## config.mk

```make
export PLATFORM = sky130hd
export DESIGN_NAME = gpio_bank
export DESIGN_NICKNAME = d
export VERILOG_FILES = /design/src/rtl/gpio_bank_pkg.sv /design/src/rtl/gpio_sync.sv /design/src/rtl/gpio_blink_timer.sv /design/src/rtl/gpio_regfile.sv /design/src/rtl/gpio_bank.sv
export SDC_FILE = /design/constraint.sdc
export NUM_CORES = 1
export LEC_CHECK = 0
export BUFFER_PORTS_ARGS = -buffer_cell sky130_fd_sc_hd__buf_4
export CORE_MARGIN = 10
export CORE_UTILIZATION = 35
export CTS_CLUSTER_SIZE = 8
export DETAILED_ROUTE_END_ITERATION = 16
export SLEW_MARGIN = 5
export SYNTH_ARGS = -nofsm -noshare
export SYNTH_HDL_FRONTEND = slang
export SYNTH_SLANG_ARGS = --single-unit
```

## constraint.sdc

```tcl
create_clock -name clk -period 2.4 [get_ports clk]
set_input_delay 0.24 -clock clk [delete_from_list [all_inputs] [get_ports clk]]
set_output_delay 0.24 -clock clk [all_outputs]
set_load 0.01 [all_outputs]
```

## src/rtl/gpio_bank_pkg.sv

```systemverilog
package gpio_bank_pkg;

  typedef enum logic [2:0] {
    SEL_NONE  = 3'd0,
    SEL_OUT   = 3'd1,
    SEL_DIR   = 3'd2,
    SEL_BLINK = 3'd3,
    SEL_POL   = 3'd4,
    SEL_IN    = 3'd5
  } reg_sel_e;

  localparam logic [31:0] OFS_OUT   = 32'h00;
  localparam logic [31:0] OFS_DIR   = 32'h04;
  localparam logic [31:0] OFS_BLINK = 32'h08;
  localparam logic [31:0] OFS_POL   = 32'h0C;
  localparam logic [31:0] OFS_IN    = 32'h10;

  function automatic reg_sel_e decode_addr(input logic [31:0] a);
    reg_sel_e s;
    case (a)
      OFS_OUT:   s = SEL_OUT;
      OFS_DIR:   s = SEL_DIR;
      OFS_BLINK: s = SEL_BLINK;
      OFS_POL:   s = SEL_POL;
      OFS_IN:    s = SEL_IN;
      default:   s = SEL_NONE;
    endcase
    return s;
  endfunction

endpackage

```

## src/rtl/gpio_sync.sv

```systemverilog
module gpio_sync #(
  parameter int W = 8
) (
  input  logic         clk,
  input  logic         rst_n,
  input  logic [W-1:0] d,
  output logic [W-1:0] q
);
  logic [W-1:0] stage1_q;
  logic [W-1:0] stage2_q;

  always_ff @(posedge clk or negedge rst_n) begin
    if (!rst_n) begin
      stage1_q <= '0;
      stage2_q <= '0;
    end else begin
      stage1_q <= d;
      stage2_q <= stage1_q;
    end
  end

  assign q = stage2_q;
endmodule

```

## src/rtl/gpio_blink_timer.sv

```systemverilog
module gpio_blink_timer #(
  parameter int HALF = 1000
) (
  input  logic clk,
  input  logic rst_n,
  output logic phase
);
  localparam int CNT_W = (HALF > 1) ? $clog2(HALF) : 1;
  localparam logic [CNT_W-1:0] LAST = CNT_W'(HALF - 1);

  logic [CNT_W-1:0] cnt_q;
  logic             phase_q;

  always_ff @(posedge clk or negedge rst_n) begin
    if (!rst_n) begin
      cnt_q   <= '0;
      phase_q <= 1'b0;
    end else if (cnt_q == LAST) begin
      cnt_q   <= '0;
      phase_q <= ~phase_q;
    end else begin
      cnt_q <= cnt_q + 1'b1;
    end
  end

  assign phase = phase_q;
endmodule

```

## src/rtl/gpio_regfile.sv

```systemverilog
module gpio_regfile
  import gpio_bank_pkg::*;
#(
  parameter int N = 32
) (
  input  logic         clk,
  input  logic         rst_n,
  input  logic         wr_en,
  input  logic         rd_en,
  input  reg_sel_e     sel,
  input  logic [N-1:0] wdata,
  input  logic [N-1:0] level,
  output logic [N-1:0] out_q,
  output logic [N-1:0] dir_q,
  output logic [N-1:0] blink_q,
  output logic [N-1:0] pol_q,
  output logic [31:0]  rdata
);
  logic [N-1:0] rd_mux;

  always_ff @(posedge clk or negedge rst_n) begin
    if (!rst_n) begin
      out_q   <= '0;
      dir_q   <= '1;
      blink_q <= '0;
      pol_q   <= '0;
    end else if (wr_en) begin
      case (sel)
        SEL_OUT:   out_q   <= wdata;
        SEL_DIR:   dir_q   <= wdata;
        SEL_BLINK: blink_q <= wdata;
        SEL_POL:   pol_q   <= wdata;
        default:   ;
      endcase
    end
  end

  always_comb begin
    case (sel)
      SEL_OUT:   rd_mux = out_q;
      SEL_DIR:   rd_mux = dir_q;
      SEL_BLINK: rd_mux = blink_q;
      SEL_POL:   rd_mux = pol_q;
      SEL_IN:    rd_mux = level;
      default:   rd_mux = '0;
    endcase
  end

  always_ff @(posedge clk or negedge rst_n) begin
    if (!rst_n) rdata <= '0;
    else if (rd_en) rdata <= 32'(rd_mux);
  end
endmodule

```

## src/rtl/gpio_bank.sv

```systemverilog
module gpio_bank
  import gpio_bank_pkg::*;
#(
  parameter int NUM_LINES  = 32,
  parameter int BLINK_HALF = 12_500_000,
  parameter int ADDR_W     = 8
) (
  input  logic                 clk,
  input  logic                 rst_n,
  input  logic                 bus_req,
  input  logic                 bus_we,
  input  logic [ADDR_W-1:0]    bus_addr,
  input  logic [31:0]          bus_wdata,
  output logic [31:0]          bus_rdata,
  input  logic [NUM_LINES-1:0] pad_in,
  output logic [NUM_LINES-1:0] pad_out,
  output logic [NUM_LINES-1:0] pad_oe,
  output logic [NUM_LINES-1:0] line_level
);
  logic [NUM_LINES-1:0] sync_q;
  logic [NUM_LINES-1:0] out_q;
  logic [NUM_LINES-1:0] dir_q;
  logic [NUM_LINES-1:0] blink_q;
  logic [NUM_LINES-1:0] pol_q;
  logic                 phase;
  reg_sel_e             sel;

  assign sel = decode_addr(32'(bus_addr));

  gpio_sync #(.W(NUM_LINES)) u_sync (
    .clk(clk), .rst_n(rst_n), .d(pad_in), .q(sync_q)
  );

  gpio_blink_timer #(.HALF(BLINK_HALF)) u_blink (
    .clk(clk), .rst_n(rst_n), .phase(phase)
  );

  gpio_regfile #(.N(NUM_LINES)) u_regs (
    .clk(clk), .rst_n(rst_n),
    .wr_en(bus_req & bus_we), .rd_en(bus_req & ~bus_we),
    .sel(sel), .wdata(bus_wdata[NUM_LINES-1:0]), .level(line_level),
    .out_q(out_q), .dir_q(dir_q), .blink_q(blink_q), .pol_q(pol_q),
    .rdata(bus_rdata)
  );

  assign line_level = sync_q ^ pol_q;
  assign pad_oe     = ~dir_q;

  for (genvar i = 0; i < NUM_LINES; i++) begin : g_line
    assign pad_out[i] = blink_q[i] ? phase : out_q[i];
  end
endmodule

```

* Yosys cells after proc, flatten, opt, wreduce, memory -nomap -nowiden
Index checks and enable logic that the tools add are counted.
Storage, ports and cells: input bits 76, bits in registers 249
Operators by class: reductions and logical operators 5, add/sub/neg operators 1, bitwise operators 6, equality and inequality tests 10, multiplexer cells 35
Operator list (number):
- one-hot mux 32 bit (5 select lines) | 1
- two-way mux 1 bit | 32
- inverter 32 bit | 1
- bitwise XOR 32 bit | 1
- adder 24 x 1 -> 24 bit (second input constant) | 1
- equality test 24 bit (second input constant) | 1
- two-way mux 24 bit | 1
- equality test 8 x 4 -> 1 bit (second input constant) | 2
- one-hot mux 3 bit (5 select lines) | 1
- equality test 8 x 3 -> 1 bit (second input constant) | 1
- equality test 8 x 5 -> 1 bit (second input constant) | 1
- logical NOT 8 bit | 1
- AND reduction 2 bit | 4
- equality test 3 x 2 -> 1 bit (second input constant) | 2
- equality test 3 bit (second input constant) | 2
- equality test 3 x 1 -> 1 bit (second input constant) | 1
- AND 1 bit | 2
- inverter 1 bit | 2

* Longest topological paths before layout
Gate-level depths: netlist (run 1).
depth after elaboration 4, mapped depth 8, mapped depth without buffers 6

* Cells and area by module
A second synthesis (run 1) with hierarchy kept.
Second synthesis, totals: cell total of the unflattened synthesis 818, area total of the unflattened synthesis 10831.6 um^2
By module, submodules not included:
- gpio_regfile | cells an instance 531, area each 7155.6 um^2, instances 1, sequential area each 4043.9 um^2
- gpio_sync | cells an instance 64, area each 1601.5 um^2, instances 1, sequential area each 1601.5 um^2
- gpio_blink_timer | cells an instance 115, area each 1224.9 um^2, instances 1, sequential area each 625.6 um^2
- gpio_bank | cells an instance 108, area each 849.6 um^2, instances 1, sequential area each 0.0 um^2

* Worst setup path before layout (run 1)
No wires, ideal clock.
path type register -> register, from register u_blink.cnt_q[0], to register u_blink.cnt_q[20], setup time 79 ps, period minus slack after synthesis 1992 ps, stages on the path, launching flop included 7, arrival 1913 ps, slack 408 ps, path through dfrtp_1 -> ha_1 -> nand4_1 -> or4_1 -> nand2b_1 -> nor2_1 -> mux2i_1
Between the ends: cells in the longest elaborated chain, start to end 2
Ends and longest elaborated chain:
- from (decl) | line gpio_blink_timer.sv:11 | logic [CNT_W-1:0] cnt_q;
- from (signal assigned) | line gpio_blink_timer.sv:22 | cnt_q <= cnt_q + 1'b1;
- adder 24 x 1 -> 24 bit or equality test 24 bit (tied branches) | line gpio_blink_timer.sv:22, gpio_blink_timer.sv:18
- two-way mux 24 bit (*) | line gpio_blink_timer.sv:18 | end else if (cnt_q == LAST) begin
Every way passes the cells marked *; elsewhere a longest branch is shown, timed or not. A chain may end at the register's enable or synchronous reset.

* Worst setup path after layout (run 1)
from register u_blink.cnt_q[9], to register u_blink.cnt_q[21]
Same word-level chain as after synthesis.

==> results.md, run 1 <==
Synthesis:
- Synthesis inferred 249 register bits.
- After synthesis, the cell types taking the most area are sky130_fd_sc_hd__dfrtp_1, sky130_fd_sc_hd__mux2_2, sky130_fd_sc_hd__dfstp_2, sky130_fd_sc_hd__mux2_4, sky130_fd_sc_hd__xor2_1.
- The average instance in the mapped netlist occupies 13.1 um2.
- Counting flops with a built-in enable in the synthesized netlist gives 0.
- The netlist uses 47 different library cells.
- After technology mapping, the gate count stands at 840.
- For this run, the leading register cell type out of synthesis is sky130_fd_sc_hd__dfrtp_1.
- The async set-or-reset flop fraction in the synthesized netlist is 100%.
- The post-synth design cell area is 11000 um2.
- The biggest area contributor in the post-synthesis netlist is sky130_fd_sc_hd__dfrtp_1.
- The number of nets produced by synthesis is 917.
- Sequential elements use 57.2% of the synthesized area.
- The area share of the leading cell type in the synthesized netlist is 49.5%.
- The yosys synthesis warning count is 0.

Placement:
- Summed over all nets, the half-perimeter wirelength after detailed placement is 21300 um.
- The number of port buffers is 203.
- Routability-driven placement finished with a final weighted congestion of 0.751.
- Including well taps, the total number of placed cells is 1423.

Setup path:
- The critical path required time is 2.77 ns.
- The category of the critical setup timing path is flip-flop to flip-flop.
- The worst-path maximum fanout is 7.
- In this design, the stage delay of the slowest critical-path cell is 0.51 ns.
- The slowest stage cell on the critical path is sky130_fd_sc_hd__or4b_1.
- For the worst setup path, the data arrival time is 2.51 ns.
- The family with the most delay on the worst path is simple AND/OR/NAND/NOR gates.
- The critical path capture point type is a flip-flop.
- Walking the worst path, the cells encountered are or4b_1 -> or3_1 -> nor4_4 -> buf_4 -> nand2b_1 -> mux2i_1.
- The worst setup path is launched from a flip-flop.
- Counting both buffers and inverters, the worst setup path holds a total of 1.

Routing:
- The number of nets with antenna violations after detailed routing is 0.
- The final routed DRC violation total is 0.
- The total iterations of the first detailed-routing run is 4.
- The aggregate routed wire length is 31800 um.
- The via total after detailed routing is 7607.
- After the first detailed-routing iteration, the DRC count stood at 376.
- The detailed-route vias per instance is 4.91.
- In the final routed layout, each cell accounts on average for 20.5 um.

Floorplanning:
- The die area is 38800 um2.
- The core region is 30700 um2.
- The starting density of the core is 35.7%.
- The initialized floorplan defines 64 standard-cell rows.
- The count of pins on the block boundary is 204.
- The die is 197 um wide.
- Measured along the y axis, the die boundary spans 197 um.

Power:
- The maximum ir drop on the vdd rail is 0.524 mV.
- The areal power density over the cells is 662 nW/um2.
- The design draws 9.82 mW.
- Summed over all cells, the static leakage comes to 7.13 nW.

CTS:
- In this run the post-CTS setup repair buffer count came out at 0.
- For this design, the sink count on the clock tree is 249.
- The TritonCTS clock tree is built.
- In this run the number of H-tree levels came out at 2.
- The register clock-pin slew on the reported worst setup and hold paths is 0.05 ns.
- The deepest clock path buffer count is 3.
- For the worst-skew pair, the clock arrives at the later sink with an insertion delay of 0.50 ns.
- The cell sitting at the root of the clock tree is a sky130_fd_sc_hd__clkbuf_16.
- The TritonCTS buffer count is 37.

Outcome:
- The flow ran to the end, and the final reports show no timing, DRC or antenna violations.

Job:
- Max-cap violations in this run came to 0.

Global route:
- The number of global-route vias before repair is 8223.
- The total routing resource utilization after global routing is 16.2%.
- Entering global routing, the biggest net connects 96 pins.
- The number of antenna violations at the first check in global routing is 0.
- The total congestion overflow is 0.
- The first global-routing pass estimated 49700 um of wire.

STA:
- Derived from the worst setup path, the maximum achievable clock frequency is 0.467 GHz.
- Headroom to the max-slew limit came out at 61.4%.
- The post-route fraction of the period consumed by the critical path is 89.3%.
- The final total negative setup slack is 0 ns.
- The clock tree skew after final layout is 0.00959 ns.
- The final-report max-slew violation count came to 0.
- The final number of hold-violating endpoints is 0.
- Setup repair after global routing left no endpoint under its margin.
- Subtracting the final worst setup slack from the clock period gives 2.14 ns.
- Setup violations remaining at the end of the flow were counted as 0.
- The slew at the pin closest to its max-slew limit is 0.579 ns.

Cells and area:
- The area growth from synthesis to layout is 35.2%.
- The number of diodes added for antenna fixing is 0.
- The post-route netlist has 43.2% of its cells at a drive strength greater than 1.
- Excluding fillers, the count of instances in the completed layout stands at 1550.
- The final layout net count is 1206.

Min path:
- The path type of the worst min-delay path is input port to flip-flop.
-- final timing paths --
path / startpoint / endpoint / slack [ns] / depth (start not counted)
worst max-delay path: u_blink.cnt_q[9]$_DFF_PN0_ / u_blink.cnt_q[21]$_DFF_PN0_ / 0.26 / 6
max in group asynchronous: rst_n / u_regs.dir_q[26]$_DFFE_PN1P_ / 1.55 / 3
worst min-delay path: bus_wdata[31] / u_regs.pol_q[31]$_DFFE_PN0P_ / 0.02 / 2
worst max register to register: u_blink.cnt_q[9]$_DFF_PN0_ / u_blink.cnt_q[21]$_DFF_PN0_ / 0.26 / 6
worst min register to register: u_sync.stage1_q[29]$_DFF_PN0_ / u_sync.q[29]$_DFF_PN0_ / 0.34 / 0
min in group asynchronous: rst_n / u_sync.q[8]$_DFF_PN0_ / 0.13 / 2
-- cells in the final DEF (no fill, tap or decap), types with 2 or more instances in the layout --
cell and count:
sky130_fd_sc_hd__nand3_1 19, sky130_fd_sc_hd__a22oi_1 21, sky130_fd_sc_hd__xnor2_1 5, sky130_fd_sc_hd__o21ai_0 34
sky130_fd_sc_hd__nor3_1 4, sky130_fd_sc_hd__xor2_1 45, sky130_fd_sc_hd__dlygate4sd3_1 63, sky130_fd_sc_hd__nand3b_1 2
sky130_fd_sc_hd__nand2b_1 4, sky130_fd_sc_hd__mux2_2 147, sky130_fd_sc_hd__mux2_4 30, sky130_fd_sc_hd__a2bb2oi_1 9
sky130_fd_sc_hd__nand2_1 60, sky130_fd_sc_hd__clkbuf_16 37, sky130_fd_sc_hd__nor2_1 19, sky130_fd_sc_hd__buf_4 225
sky130_fd_sc_hd__dfrtp_1 217, sky130_fd_sc_hd__o31a_1 21, sky130_fd_sc_hd__inv_1 37, sky130_fd_sc_hd__and3_1 4
sky130_fd_sc_hd__buf_12 9, sky130_fd_sc_hd__nor2b_1 3, sky130_fd_sc_hd__nor4_4 2, sky130_fd_sc_hd__o211ai_1 10
sky130_fd_sc_hd__dfstp_2 32, sky130_fd_sc_hd__mux2_1 4, sky130_fd_sc_hd__clkinv_2 2, sky130_fd_sc_hd__clkbuf_1 23
sky130_fd_sc_hd__mux2i_1 34, sky130_fd_sc_hd__inv_6 2, sky130_fd_sc_hd__nand4_1 5
-- sequential cells by signal, indices dropped and copies added, names as in the netlist --
signal,cells
u_regs.blink_q,32
u_regs.dir_q,32
u_regs.out_q,32
u_regs.pol_q,32
u_regs.rdata,32
u_sync.q,32
u_sync.stage1_q,32
u_blink.cnt_q,24
u_blink.phase,1
-- worst register-to-register path: cells and delay by family, from the launching register on --
family | cells | cell delay [ns]
multiplexers | 1 | 0.07
AND/OR/NAND/NOR | 4 | 1.32
flip-flops | 1 | 0.41
buffers and inverters | 1 | 0.22
-- cells by family (layout without fill, tap and decap cells) --
kind of cell,count (synthesis),count (layout),synth area share [%]
buffers and inverters,85,399,3.23
muxes,215,215,22.7
xor gates and xnor gates,50,50,3.99
DFF,249,249,57.2
and+or+nand+nor,139,139,6.24
adders and majority gates,1,1,0.114
AOI/OAI and AO/OA,101,101,6.54
-- metrics by stage --
stage               cell area [um2]  setup slack, ns  util [%]  hold slack, ns
finish                        14800            0.258      48.2          0.0218
global route                  14800           0.0985      48.2          0.0130
CTS                           14800            0.241      48.2         0.00433
detailed placement            13200            0.117      42.8          0.0365
global placement              13200            0.137      42.8          0.0359
floorplan                     11000            0.408         -         -0.0556
-- synthesized netlist by cell type (5+ instances only) --
cell type,number
sky130_fd_sc_hd__a22oi_1,21
sky130_fd_sc_hd__a2bb2oi_1,9
sky130_fd_sc_hd__and3_1,5
sky130_fd_sc_hd__buf_2,7
sky130_fd_sc_hd__clkbuf_1,33
sky130_fd_sc_hd__dfrtp_1,217
sky130_fd_sc_hd__dfstp_2,32
sky130_fd_sc_hd__inv_1,37
sky130_fd_sc_hd__mux2_2,147
sky130_fd_sc_hd__mux2_4,30
sky130_fd_sc_hd__mux2i_1,34
sky130_fd_sc_hd__nand2_1,61
sky130_fd_sc_hd__nand2b_1,5
sky130_fd_sc_hd__nand3_1,20
sky130_fd_sc_hd__nand4_1,5
sky130_fd_sc_hd__nor2_1,20
sky130_fd_sc_hd__o211ai_1,10
sky130_fd_sc_hd__o21ai_0,34
sky130_fd_sc_hd__o31a_1,21
sky130_fd_sc_hd__xnor2_1,5
sky130_fd_sc_hd__xor2_1,45
-- routing by layer --
| layer | wire length (um) | GRT usage, % | vias to the layer above |
|---|---|---|---|
| li1 | - | - | 3529 |
| met1 | 14300 | 21.7 | 3841 |
| met2 | 15000 | 26.2 | 196 |
| met3 | 1840 | 3.32 | 41 |
| met4 | 592 | 4.47 | 0 |
| met5 | 0 | 0 | - |
-- layout make-up --
| type | count | area, um2 |
|---|---|---|
| fillers | 2822 | 15900 |
| inverters | 37 | 139 |
| repair buffers | 298 | 2510 |
| flip-flops and latches | 249 | 6270 |
| multi-input cells | 506 | 4370 |
| clock inverters | 4 | 27.5 |
| well taps | 396 | 495 |
| clock buffers | 60 | 1010 |
-- power by group --
part / internal, mW / total (mW) / switching (mW) / leakage (nW)
logic: 0.372 / 0.751 / 0.379 / 3.44
registers: 4.33 / 4.40 / 0.0702 / 3.19
clock network: 2.86 / 4.67 / 1.81 / 0.500
-- timing repair --
item / CTS / global route
hold endpoints to repair: 349 / 0
hold buffers: 63 / 0
resized for setup: 0 / 0
Power figures use the tool's default switching activity.
==> run 2, diff against run 1 <==
--- a/config.mk
+++ b/config.mk
@@ -5,6 +5,7 @@
 export SDC_FILE = /design/constraint.sdc
 export NUM_CORES = 1
 export LEC_CHECK = 0
+export ABC_AREA = 1
 export BUFFER_PORTS_ARGS = -buffer_cell sky130_fd_sc_hd__buf_4
 export CORE_MARGIN = 10
 export CORE_UTILIZATION = 35
==> results.md, run 2 <==
Synthesis:
- The leading register cell type out of synthesis is sky130_fd_sc_hd__dfrtp_1 (unchanged).
- The async set-or-reset flop fraction in the synthesized netlist is 100% (unchanged).
- The count of distinct cell types in the synthesized netlist is 25 (was 47).
- The number of storage elements in the synthesis netlist is 249 (unchanged).
- The post-synthesis instance total is 1378 (was 840).
- The most repeated cell in the gate-level netlist after synthesis was sky130_fd_sc_hd__nand2_1 (was sky130_fd_sc_hd__dfrtp_1).
- The area share of the leading cell type in the synthesized netlist is 48.2% (was 49.5%).
- Cells taking the most area after synthesis: sky130_fd_sc_hd__dfrtp_1, sky130_fd_sc_hd__nand2_1, sky130_fd_sc_hd__dfstp_2, sky130_fd_sc_hd__nand3_1, sky130_fd_sc_hd__o21ai_0 (was sky130_fd_sc_hd__dfrtp_1, sky130_fd_sc_hd__mux2_2, sky130_fd_sc_hd__dfstp_2, sky130_fd_sc_hd__mux2_4, sky130_fd_sc_hd__xor2_1).
- The post-synth design cell area was 11300 um2 (was 11000 um2).
- The number of nets produced by synthesis is 1455 (was 917).
- The register area share after synthesis is 55.7% (was 57.2%).
- Top cells by count, synth: sky130_fd_sc_hd__nand2_1, sky130_fd_sc_hd__dfrtp_1, sky130_fd_sc_hd__inv_1 (was sky130_fd_sc_hd__dfrtp_1, sky130_fd_sc_hd__mux2_2, sky130_fd_sc_hd__nand2_1).
- The yosys synthesis warning count is 0 (unchanged).
- The average footprint of a synthesized cell is 8.18 um2 (was 13.1 um2).
- The count of flip-flops with a built-in enable after synthesis is 0 (unchanged).
- The library cell with the largest summed area after synthesis is sky130_fd_sc_hd__dfrtp_1 (unchanged).

Setup path:
- The kind of start point of the critical path is a flip-flop (unchanged).
- The minimum setup slack among reg-to-reg paths is 0.46 ns (was 0.26 ns).
- The worst reg2reg path startpoint is u_blink.cnt_q[0]$_DFF_PN0_ (was u_blink.cnt_q[9]$_DFF_PN0_).
- The family with the most delay on the worst path is buffers and inverters (was simple AND/OR/NAND/NOR gates).
- The slowest stage cell on the critical path is sky130_fd_sc_hd__dfrtp_1 (was sky130_fd_sc_hd__or4b_1).
- The critical path required time is 2.16 ns (was 2.77 ns).
- The arrival time of the worst setup path is 2.02 ns (was 2.51 ns).
- The worst reg-to-reg path cell count came to 9 (was 6).
- The critical path depth in cells was 4 (was 6).
- The timing startpoint of the critical path is u_blink.phase$_DFFE_PN0N_ (was u_blink.cnt_q[9]$_DFF_PN0_).
- The longest individual stage delay on the worst path is 0.39 ns (was 0.51 ns).
- The critical path capture point type is a primary output (was flip-flop).
- The capture point of the worst reg-to-reg path is u_blink.phase$_DFFE_PN0N_ (was u_blink.cnt_q[21]$_DFF_PN0_).
- The category of the critical setup timing path is flip-flop to primary output (was flip-flop to flip-flop).
- The worst setup path endpoint is pad_out[15] (was u_blink.cnt_q[21]$_DFF_PN0_).
- The count of buffering cells on the critical path with inverters included is 3 (was 1).
- The worst-path maximum fanout was 15 (was 7).
- Cell Chain, Critical Path: inv_1 -> buf_4 -> o21ai_0 -> buf_4 (was or4b_1 -> or3_1 -> nor4_4 -> buf_4 -> nand2b_1 -> mux2i_1).
- The cell occurring most often along the worst timing path is sky130_fd_sc_hd__buf_4.

CTS:
- The clock root buffer master is sky130_fd_sc_hd__clkbuf_16 (unchanged).
- The TritonCTS buffer count is 37 (unchanged).
- The count of clock tree sinks is 249 (unchanged).
- The register clock-pin slew on the reported worst setup and hold paths is 0.06 ns (was 0.05 ns).
- The number of levels in the clock H-tree came to 2 (unchanged).
- The insertion delay of the later-clocked pin in the worst-skew pair is 0.51 ns (was 0.50 ns).
- The deepest clock path buffer count is 3 (unchanged).
- The number of instances resized during post-cts repair is 0 (unchanged).
- The TritonCTS clock tree is built (unchanged).

Global route:
- The first-pass GRT wire length was 56800 um (was 49700 um).
- The number of global-route vias before repair is 9983 (was 8223).
- The total congestion overflow was 0 (unchanged).
- The pin count of the biggest net entering global routing came to 77 (was 96).
- The total routing resource utilization after global routing is 18.1% (was 16.2%).
- The number of antenna violations at the first check in global routing came to 1 (was 0).

STA:
- The slew at the pin closest to its max-slew limit was 0.628 ns (was 0.579 ns).
- The post-route fraction of the period consumed by the critical path came to 94.4% (was 89.3%).
- The highest attainable clock frequency is 0.442 GHz (was 0.467 GHz).
- The final-report max-slew violation count is 0 (unchanged).
- The final number of hold-violating endpoints is 0 (unchanged).
- The minimum setup slack in the final design was 0.135 ns (was 0.258 ns).
- The number of endpoints failing setup at the final stage came to 0 (unchanged).
- The final total negative setup slack is 0 ns (unchanged).
- The clock tree skew after final layout is 0.0194 ns (was 0.00959 ns).
- Setup repair after global routing missed its margin: false (unchanged).
- The normalized max-slew margin came to 58.1% (was 61.4%).
- The minimum clock period was 2.26 ns (was 2.14 ns).

Cells and area:
- Leading cell types in the layout, fill and taps excluded: sky130_fd_sc_hd__nand2_1, sky130_fd_sc_hd__buf_4, sky130_fd_sc_hd__dfrtp_1 (was sky130_fd_sc_hd__buf_4, sky130_fd_sc_hd__dfrtp_1, sky130_fd_sc_hd__mux2_2).
- The relative area change from synthesis to final layout came to 33.7% (was 35.2%).
- The share of the core filled with cells in the final layout is 47.6% (was 48.2%).
- The final layout net count is 1732 (was 1206).
- The cell area after layout came to 15100 um2 (was 14800 um2).
- The leading cell type in the layout, fill and taps excluded is sky130_fd_sc_hd__nand2_1 (was sky130_fd_sc_hd__buf_4).
- The fraction of layout instances using a drive strength above 1 is 19.2% (was 43.2%).
- The layout filler cell count is 3050 (was 2822).

Floorplanning:
- The starting density of the core is 35.6% (was 35.7%).
- The height of the chip is 199 um (was 197 um).
- The area inside the core boundary is 31600 um2 (was 30700 um2).
- The die area is 39800 um2 (was 38800 um2).
- The count of pins on the block boundary is 204 (unchanged).
- The die extent in x is 199 um (was 197 um).
- The count of standard-cell rows is 65 (was 64).

Routing:
- The detailed-route vias per instance is 4.83 (was 4.91).
- The DRC violation total after the first TritonRoute iteration is 557 (was 376).
- The total iterations of the first detailed-routing run was 5 (was 4).
- The final routed DRC violation total is 0 (unchanged).
- The number of nets with antenna violations after detailed routing came to 0 (unchanged).
- The via total after detailed routing was 10100 (was 7607).
- The detailed-route wire length per cell is 17.3 um (was 20.5 um).
- The aggregate routed wire length is 36000 um (was 31800 um).

Power:
- The total power of the final layout came to 10.0 mW (was 9.82 mW).
- The maximum ir drop on the vdd rail was 0.406 mV (was 0.524 mV).
- The areal power density over the cells came to 664 nW/um2 (was 662 nW/um2).
- The total leakage power is 7.87 nW (was 7.13 nW).

Min path:
- The path type of the worst min-delay path was input port to flip-flop (unchanged).

Outcome:
- Status: complete, no violations (unchanged).

Placement:
- The placer congestion estimate was 0.910 (was 0.751).
- The detailed placer's ending HPWL is 25100 um (was 21300 um).
- The worst slack at placement was 0.447 ns (was 0.117 ns).
- The number of port buffers is 203 (unchanged).
- The area of placed instances was 13300 um2 (was 13200 um2).

Job:
- The max capacitance violation total came to 0 (unchanged).
==> run 2: cell types whose count changed after synthesis, sizes merged, moves of 25 or more <==
cell	previous run	this run
nor2	20	101
buf	15	40
nand2	61	399
mux2	181	0
inv	37	173
mux2i	34	0
o21ai	34	165
nand3	20	161
==> run 2: worst min path at each step <==
| stage | from | to | depth (start not counted) |
|---|---|---|---|
| global placement | rst_n | u_regs.rdata[3]$_DFFE_PN0P_ | 1 |
| CTS | bus_we | u_regs.rdata[4]$_DFFE_PN0P_ | 6 |
| detailed placement | rst_n | u_regs.pol_q[2]$_DFFE_PN0P_ | 1 |
| finish | bus_we | u_regs.rdata[4]$_DFFE_PN0P_ | 6 |
| floorplan | rst_n | u_blink.cnt_q[0]$_DFF_PN0_ | 0 |
| global route | bus_we | u_regs.rdata[11]$_DFFE_PN0P_ | 6 |
==> run 2: area by class of cell <==
type	count	area, um2	share of cell area [%]
well taps	402	503	3.34
flip-flops and latches	249	6270	41.6
repair buffers	299	2460	16.4
multi-input cells	894	4100	27.2
clock buffers	61	1020	6.75
diodes	1	2.50	0.0166
inverters	174	653	4.34
clock inverters	4	50.0	0.332
==> run 2: worst min-delay path, stage by stage <==
cell                       delay (ns)
sky130_fd_sc_hd__buf_4           0.11
sky130_fd_sc_hd__nor2_2          0.05
sky130_fd_sc_hd__clkinv_1        0.06
sky130_fd_sc_hd__nor2_2          0.10
sky130_fd_sc_hd__nand2_1         0.08
sky130_fd_sc_hd__nand2_1         0.04
==> run 2: timing repair <==
action | CTS | global route
hold buffers | 65 | 0
setup buffers | 0 | 0
hold endpoints to repair | 182 | 0
==> run 2: cells by family (layout without fill, tap and decap cells) <==
family | after synthesis | count (layout) | share of synthesized area, %
compound gates | 191 | 191 | 8.62
xor+xnor | 35 | 35 | 2.72
fa+ha+maj | 1 | 1 | 0.111
buf+inv | 235 | 538 | 8.36
flops | 249 | 249 | 55.7
other cells | 0 | 1 | 0
simple gates | 667 | 667 | 24.5
==> run 2: report_power, final <==
| part | internal (mW) | switching (mW) |
|---|---|---|
| combinational | 0.339 | 0.439 |
| clock | 2.89 | 1.87 |
| sequential | 4.38 | 0.0881 |
| total | 7.60 | 2.40 |
==> run 2: layer usage <==
metal | track usage, % | vias up | part of all wire (%)
li1 | - | 4884 | -
met1 | 24.3 | 4783 | 44
met2 | 28.8 | 339 | 47
met3 | 3.87 | 51 | 7.4
met4 | 4.96 | 0 | 1.9
met5 | 0 | - | 0
==> run 2: through the flow <==
step	hold slack, ns	cells
3_5_place_dp	0.276	1953
3_3_place_gp	0.275	1953
5_1_grt	0.221	2084
4_1_cts	0.168	2083
2_1_floorplan	-0.0556	1378
6_report	0.194	2084
